[src/rtl/pcib_seq_pkg.sv]
package pcib_seq_pkg;

  typedef enum logic [7:0] {
    ST_IDLE    = 8'b0000_0001,
    ST_OE      = 8'b0000_0010,
    ST_CLK_ON  = 8'b0000_0100,
    ST_HOLD    = 8'b0000_1000,
    ST_RELEASE = 8'b0001_0000,
    ST_ARB     = 8'b0010_0000,
    ST_SETTLE  = 8'b0100_0000,
    ST_READY   = 8'b1000_0000
  } seq_state_e;

  typedef struct packed {
    logic rst_oe;
    logic clk_oe;
    logic clk_en;
    logic rst_rel;
    logic arb_int;
    logic ready;
  } bus_ctl_t;

  // Output pattern for each step; every step keeps the bits of the one before.
  function automatic bus_ctl_t ctl_for_state(seq_state_e s);
    bus_ctl_t c;
    c = '0;
    case (s)
      ST_OE: begin
        c.rst_oe = 1'b1; c.clk_oe = 1'b1;
      end
      ST_CLK_ON, ST_HOLD: begin
        c.rst_oe = 1'b1; c.clk_oe = 1'b1; c.clk_en = 1'b1;
      end
      ST_RELEASE: begin
        c.rst_oe = 1'b1; c.clk_oe = 1'b1; c.clk_en = 1'b1; c.rst_rel = 1'b1;
      end
      ST_ARB, ST_SETTLE: begin
        c.rst_oe = 1'b1; c.clk_oe = 1'b1; c.clk_en = 1'b1; c.rst_rel = 1'b1;
        c.arb_int = 1'b1;
      end
      ST_READY: begin
        c = '1;
      end
      default: c = '0;
    endcase
    return c;
  endfunction

endpackage

[src/rtl/pcib_rate_latch.sv]
module pcib_rate_latch #(
  parameter int US_W      = 8,
  parameter int HOLD_US   = 150,
  parameter int ARB_US    = 1,
  parameter int SETTLE_US = 10000,
  parameter int CNT_W     = 22
) (
  input  logic             clk,
  input  logic             rst_n,
  input  logic             capture_i,
  input  logic [US_W-1:0]  cyc_per_us_i,
  output logic [CNT_W-1:0] hold_len_o,
  output logic [CNT_W-1:0] arb_len_o,
  output logic [CNT_W-1:0] settle_len_o
);

  localparam logic [US_W-1:0]  ONE_US   = US_W'(1);
  localparam logic [CNT_W-1:0] HOLD_K   = CNT_W'(HOLD_US);
  localparam logic [CNT_W-1:0] ARB_K    = CNT_W'(ARB_US);
  localparam logic [CNT_W-1:0] SETTLE_K = CNT_W'(SETTLE_US);

  logic [US_W-1:0]  rate_q;
  logic [US_W-1:0]  rate_d;
  logic [CNT_W-1:0] rate_ext;

  always_comb begin
    rate_d = (cyc_per_us_i == '0) ? ONE_US : cyc_per_us_i;
  end

  always_ff @(posedge clk or negedge rst_n) begin
    if (!rst_n) begin
      rate_q <= ONE_US;
    end else if (capture_i) begin
      rate_q <= rate_d;
    end
  end

  always_comb begin
    rate_ext     = {{(CNT_W-US_W){1'b0}}, rate_q};
    hold_len_o   = rate_ext * HOLD_K;
    arb_len_o    = rate_ext * ARB_K;
    settle_len_o = rate_ext * SETTLE_K;
  end

endmodule

[src/rtl/pcib_wait_timer.sv]
module pcib_wait_timer #(
  parameter int CNT_W = 22
) (
  input  logic             clk,
  input  logic             rst_n,
  input  logic             load_i,
  input  logic [CNT_W-1:0] load_val_i,
  output logic             done_o
);

  logic [CNT_W-1:0] cnt_q;
  logic [CNT_W-1:0] cnt_d;
  logic             cnt_en;

  always_comb begin
    cnt_en = load_i | (|cnt_q);
    cnt_d  = load_i ? load_val_i : (cnt_q - CNT_W'(1));
  end

  always_ff @(posedge clk or negedge rst_n) begin
    if (!rst_n) begin
      cnt_q <= '0;
    end else if (cnt_en) begin
      cnt_q <= cnt_d;
    end
  end

  assign done_o = (cnt_q == '0);

endmodule

[src/rtl/pcib_seq_fsm.sv]
module pcib_seq_fsm
  import pcib_seq_pkg::*;
#(
  parameter int CNT_W = 22
) (
  input  logic             clk,
  input  logic             rst_n,
  input  logic             start_i,
  input  logic             wait_done_i,
  input  logic [CNT_W-1:0] hold_len_i,
  input  logic [CNT_W-1:0] arb_len_i,
  input  logic [CNT_W-1:0] settle_len_i,
  output logic             capture_o,
  output logic             load_o,
  output logic [CNT_W-1:0] load_val_o,
  output logic [7:0]       state_o,
  output bus_ctl_t         ctl_o
);

  seq_state_e state_q;
  seq_state_e state_d;
  bus_ctl_t   ctl_q;
  logic       advance;

  // Next-state logic. Each wait loads length-1 so that a wait state lasts
  // exactly its length; the hold state follows the one-cycle clock-on state,
  // so it loads length-2 to make the whole clock-on-in-reset span exact.
  always_comb begin
    state_d    = state_q;
    capture_o  = 1'b0;
    load_o     = 1'b0;
    load_val_o = '0;
    case (state_q)
      ST_IDLE: begin
        if (start_i) begin
          state_d   = ST_OE;
          capture_o = 1'b1;
        end
      end
      ST_OE: begin
        state_d = ST_CLK_ON;
      end
      ST_CLK_ON: begin
        state_d    = ST_HOLD;
        load_o     = 1'b1;
        load_val_o = hold_len_i - CNT_W'(2);
      end
      ST_HOLD: begin
        if (wait_done_i) begin
          state_d = ST_RELEASE;
        end
      end
      ST_RELEASE: begin
        state_d    = ST_ARB;
        load_o     = 1'b1;
        load_val_o = arb_len_i - CNT_W'(1);
      end
      ST_ARB: begin
        if (wait_done_i) begin
          state_d    = ST_SETTLE;
          load_o     = 1'b1;
          load_val_o = settle_len_i - CNT_W'(1);
        end
      end
      ST_SETTLE: begin
        if (wait_done_i) begin
          state_d = ST_READY;
        end
      end
      ST_READY: begin
        state_d = ST_READY;
      end
      default: begin
        state_d = ST_IDLE;
      end
    endcase
  end

  assign advance = (state_d != state_q);

  // State and pad-facing control flops share one enable.
  always_ff @(posedge clk or negedge rst_n) begin
    if (!rst_n) begin
      state_q <= ST_IDLE;
      ctl_q   <= '0;
    end else if (advance) begin
      state_q <= state_d;
      ctl_q   <= ctl_for_state(state_d);
    end
  end

  assign state_o = state_q;
  assign ctl_o   = ctl_q;

endmodule

[src/rtl/pcib_bringup_seq.sv]
module pcib_bringup_seq
  import pcib_seq_pkg::*;
#(
  parameter int US_W      = 8,
  parameter int HOLD_US   = 150,
  parameter int ARB_US    = 1,
  parameter int SETTLE_US = 10000
) (
  input  logic            clk,
  input  logic            rst_n,
  input  logic            start_i,
  input  logic [US_W-1:0] cyc_per_us_i,
  output logic            pci_rst_oe_o,
  output logic            pci_clk_oe_o,
  output logic            pci_clk_en_o,
  output logic            pci_rst_release_o,
  output logic            arb_internal_o,
  output logic            bus_ready_o
);

  localparam int MAX_US = (SETTLE_US > HOLD_US) ?
                          ((SETTLE_US > ARB_US) ? SETTLE_US : ARB_US) :
                          ((HOLD_US > ARB_US) ? HOLD_US : ARB_US);
  localparam int CNT_W  = $clog2(MAX_US * (2 ** US_W) + 1);

  logic             capture;
  logic             load;
  logic [CNT_W-1:0] load_val;
  logic             wait_done;
  logic [CNT_W-1:0] hold_len;
  logic [CNT_W-1:0] arb_len;
  logic [CNT_W-1:0] settle_len;
  logic [7:0]       seq_state;
  bus_ctl_t         ctl;

  pcib_rate_latch #(
    .US_W(US_W), .HOLD_US(HOLD_US), .ARB_US(ARB_US),
    .SETTLE_US(SETTLE_US), .CNT_W(CNT_W)
  ) u_rate (
    .clk(clk), .rst_n(rst_n), .capture_i(capture),
    .cyc_per_us_i(cyc_per_us_i), .hold_len_o(hold_len),
    .arb_len_o(arb_len), .settle_len_o(settle_len)
  );

  pcib_wait_timer #(.CNT_W(CNT_W)) u_timer (
    .clk(clk), .rst_n(rst_n), .load_i(load),
    .load_val_i(load_val), .done_o(wait_done)
  );

  pcib_seq_fsm #(.CNT_W(CNT_W)) u_fsm (
    .clk(clk), .rst_n(rst_n), .start_i(start_i),
    .wait_done_i(wait_done), .hold_len_i(hold_len),
    .arb_len_i(arb_len), .settle_len_i(settle_len),
    .capture_o(capture), .load_o(load), .load_val_o(load_val),
    .state_o(seq_state), .ctl_o(ctl)
  );

  assign pci_rst_oe_o      = ctl.rst_oe;
  assign pci_clk_oe_o      = ctl.clk_oe;
  assign pci_clk_en_o      = ctl.clk_en;
  assign pci_rst_release_o = ctl.rst_rel;
  assign arb_internal_o    = ctl.arb_int;
  assign bus_ready_o       = ctl.ready;

endmodule

[config.mk]
export PLATFORM = sky130hd
export DESIGN_NAME = pcib_bringup_seq
export DESIGN_NICKNAME = d
export VERILOG_FILES = /design/src/rtl/pcib_seq_pkg.sv /design/src/rtl/pcib_rate_latch.sv /design/src/rtl/pcib_wait_timer.sv /design/src/rtl/pcib_seq_fsm.sv /design/src/rtl/pcib_bringup_seq.sv
export SDC_FILE = /design/constraint.sdc
export NUM_CORES = 1
export LEC_CHECK = 0
export ABC_AREA = 1
export ABC_CLOCK_PERIOD_IN_PS = 4900
export BUFFER_PORTS_ARGS = -buffer_cell sky130_fd_sc_hd__buf_2
export CAP_MARGIN = 15
export CORE_AREA = 10 10 112 114
export DETAILED_ROUTE_END_ITERATION = 6
export DIE_AREA = 0 0 122 124
export PLACE_DENSITY = 0.77
export SYNTH_ARGS = -nofsm -noshare
export SYNTH_HDL_FRONTEND = slang
export SYNTH_SLANG_ARGS = --single-unit
[constraint.sdc]
create_clock -name clk -period 4.9 [get_ports clk]
set_input_delay 0.735 -clock clk [delete_from_list [all_inputs] [get_ports clk]]
set_output_delay 0.735 -clock clk [all_outputs]
set_load 0.1 [all_outputs]
==> results.yml <==
timing:
  maxSlewViolCount: 0
  rsz0062_at_grt: "false"
  maxSlewHeadroom: 0.3282
  period_share: 0.8716
  worst_pin_slew_ns: 1.008
  max_freq_mhz: 234.2
  min_period_ns: 4.271
  hold_violations: 0
  setup_tns_ns: 0
  skew_ns: 0.007072
  finalSetupViolCount: 0
global_route:
  grtUsageTotal: 0.1951
  grt_max_degree: 44
  grt_pass1_wl_um: 24480
  antenna_found_initial: 0
  grt_pass1_vias: 5245
  grt-ovfl-total: 0
placed_design:
  gp_congestion: 0.9309
  dp_hpwl_um: 11710
  port_buffers: 16
synth:
  yosysUniqueCellTypes: 56
  postSynth.asyncResetShare: 1.000
  yosysSeqAreaShare: 0.1792
  ys_warn_count: 0
  netlist_area_um2: 6018
  postSynthAreaPerCell_um2: 7.014
  synth-seq-cells: 43
  synth_ff_type: "dfrtp_1"
  netlist_instances: 858
  synth-edff-count: 0
  syn_nets: 973
critical_path:
  cp_common_cell: "nand2_1"
  worstRegToRegCells: 21
  crit_cells: 21
  crit_path_top_delay_cell: "dfrtp_1"
  crit_buf_inv: 4
  critPathLaunchType: "flop"
  criticalPathCategory: "reg2reg"
  end_kind: "flop"
  critical-path-max-stage-delay_ns: 0.57
  cp.required_ns: 5.15
  arrival_ns: 4.52
  path_max_fanout: 9
  crit_family: "adder cells"
  path_cells: "inv_1 -> ha_1 -> ha_1 -> inv_1 -> fa_1 -> fa_1 -> inv_1 -> ha_1 -> a21oi_1 -> nor2_1 -> nor2_1 -> nand2_1 -> nand2_1 -> nand2_1 -> nor2_1 -> nand3_1 -> nand2_1 -> nand3_1 -> nand4_1 -> nand2_1 -> inv_1"
floorplanning:
  die_h_um: 124
  dieArea_um2: 15130
  pin_count: 17
  core_um2: 10230
  initial_utilization: 0.5882
  rows: 37
  die_x_um: 122
clock_tree:
  cts_made_buffers: 5
  cts_tree: "built"
  clock_path_buffers: 2
  clock-root-buffer: "clkbuf_8"
  cts_resized: 0
  clkTransAtPathRegs_ns: 0.09
  clock_latency_ns: 0.31
  post_cts_buffers: 0
  htreeDepth: 2
  cts_num_sinks: 43
  holdBufCountCts: 0
min_path:
  hp-class: "reg2reg"
  min_path_cells: 2
drt:
  vias_per_cell: 5.340
  wl_met1_um: 6635
  highest_layer: "met4"
  drcViolationCount: 0
  route.met2.wl_um: 6677
  drt_iter0_drc: 418
  dr.pass1.iters: 5
  avgRoutedWirePerCell_um: 13.98
  route.met3.wl_um: 645
  routed_wl_um: 14200
  num_vias: 5425
  antenna_left: 0
final_layout:
  n_antenna_cell: 0
  fill_cells: 962
  syn_to_final_growth_pct: 5.780
  nNetsFinal: 994
  mostFrequentLayoutCells: "205 x nand2_1, 153 x inv_1, 85 x ha_1, 63 x nor2_1, 53 x nand3_1"
  final_common_cell: "nand2_1"
  drive_above_1_share: 0.1193
status:
  outcome: "complete, no violations"
flow_run:
  maxCapViolations: 0
## kinds of logic (layout without fill, tap and decap cells)
group	after synthesis	in the layout	synth area share
simple gates	415	415	0.3408
compound gates	102	102	0.09605
xor+xnor	21	21	0.03181
buf+inv	173	195	0.1123
fa+ha+maj	104	104	0.2399
flops	43	43	0.1792
## worst register-to-register path: cells and delay by family, from the launching register on
| kind | cells | cell delay [ns] |
|---|---|---|
| buffers and inverters | 4 | 0.41 |
| adders and majority gates | 5 | 1.95 |
| DFF | 1 | 0.57 |
| AOI/OAI and AO/OA | 1 | 0.29 |
| and+or+nand+nor | 11 | 1.01 |
## per-layer routing
metal | global-route usage | vias up
li1 | - | 2792
met1 | 0.2585 | 2480
met2 | 0.3274 | 134
met3 | 0.02443 | 19
met4 | 0.05291 | 0
met5 | 0 | -
## cell usage after synthesis (2+ instances only)
| master | n | share of area |
|---|---|---|
| o21ai_1 | 4 | 0.0033 |
| buf_2 | 3 | 0.0025 |
| o221ai_1 | 2 | 0.0029 |
| o22ai_1 | 3 | 0.0031 |
| nor3_2 | 3 | 0.0050 |
| nor2_2 | 16 | 0.017 |
| nand2_1 | 205 | 0.13 |
| nand4_1 | 13 | 0.014 |
| a31oi_1 | 5 | 0.0052 |
| nand2_2 | 10 | 0.010 |
| nand4_2 | 3 | 0.0062 |
| o21ai_0 | 33 | 0.027 |
| o21bai_1 | 4 | 0.0050 |
| nand3_1 | 53 | 0.044 |
| inv_2 | 12 | 0.0075 |
| buf_6 | 2 | 0.0037 |
| ha_1 | 85 | 0.18 |
| nand3b_1 | 8 | 0.010 |
| nor3_1 | 7 | 0.0058 |
| inv_1 | 153 | 0.095 |
| nor2_1 | 63 | 0.039 |
| nand3_2 | 4 | 0.0067 |
| nor2_4 | 8 | 0.015 |
| fa_1 | 19 | 0.063 |
| xnor2_1 | 3 | 0.0044 |
| xor2_1 | 17 | 0.025 |
| nor4_2 | 2 | 0.0042 |
| dfstp_2 | 2 | 0.0087 |
| a21oi_1 | 38 | 0.032 |
| or2_2 | 5 | 0.0052 |
| dfrtp_1 | 41 | 0.17 |
| buf_4 | 2 | 0.0025 |
| a21boi_0 | 2 | 0.0025 |
| nand2_4 | 4 | 0.0075 |
| o211ai_1 | 3 | 0.0037 |
## metrics by stage
stage	area, µm²	util	instances	hold WS (ns)	worst slack (ns)
after global placement	6254	0.6112	1008	0.4961	0.7774
after CTS	6366	0.6222	1016	0.5220	0.6072
after detailed placement	6254	0.6112	1008	0.4982	0.6474
after global routing	6366	0.6222	1016	0.5345	0.1497
after floorplan	6018	-	858	0.4394	0.8858
final	6366	0.6222	1016	0.5197	0.6293
## state kept, by name, indices dropped and copies added, names as in the netlist
register	count
u_fsm.state_o	8
u_rate.rate_q	8
u_timer.cnt_q	22
u_fsm.ctl_o	5
## area by class of cell
type	instances	area, µm²	share of cell area
Clock inverter	3	43.79	0.006879
Tap cell	136	170.2	0.02673
Clock buffer	5	68.82	0.01081
Sequential cell	43	1079	0.1694
Timing Repair Buffer	21	117.6	0.01847
Inverter	166	623.1	0.09788
Multi-Input combinational cell	642	4264	0.6698
## final timing paths
check,startpoint,to,slack (ns)
setup / recovery,u_rate.rate_q[6]$_DFFE_PN0P_,u_timer.cnt_q[20]$_DFFE_PN0P_,0.63
setup reg to reg,u_rate.rate_q[6]$_DFFE_PN0P_,u_timer.cnt_q[20]$_DFFE_PN0P_,0.63
max in group asynchronous,rst_n,u_timer.cnt_q[15]$_DFFE_PN0P_,3.69
min in group asynchronous,rst_n,u_timer.cnt_q[19]$_DFFE_PN0P_,0.59
hold / removal,u_fsm.ctl_o[3]$_DFFE_PN0P_,u_fsm.ctl_o[3]$_DFFE_PN0P_,0.52
hold reg to reg,u_fsm.ctl_o[3]$_DFFE_PN0P_,u_fsm.ctl_o[3]$_DFFE_PN0P_,0.52
Power is left out: the tool's default activity adds up to more than one toggle a clock period on the data nets, which glitch-free logic cannot reach.
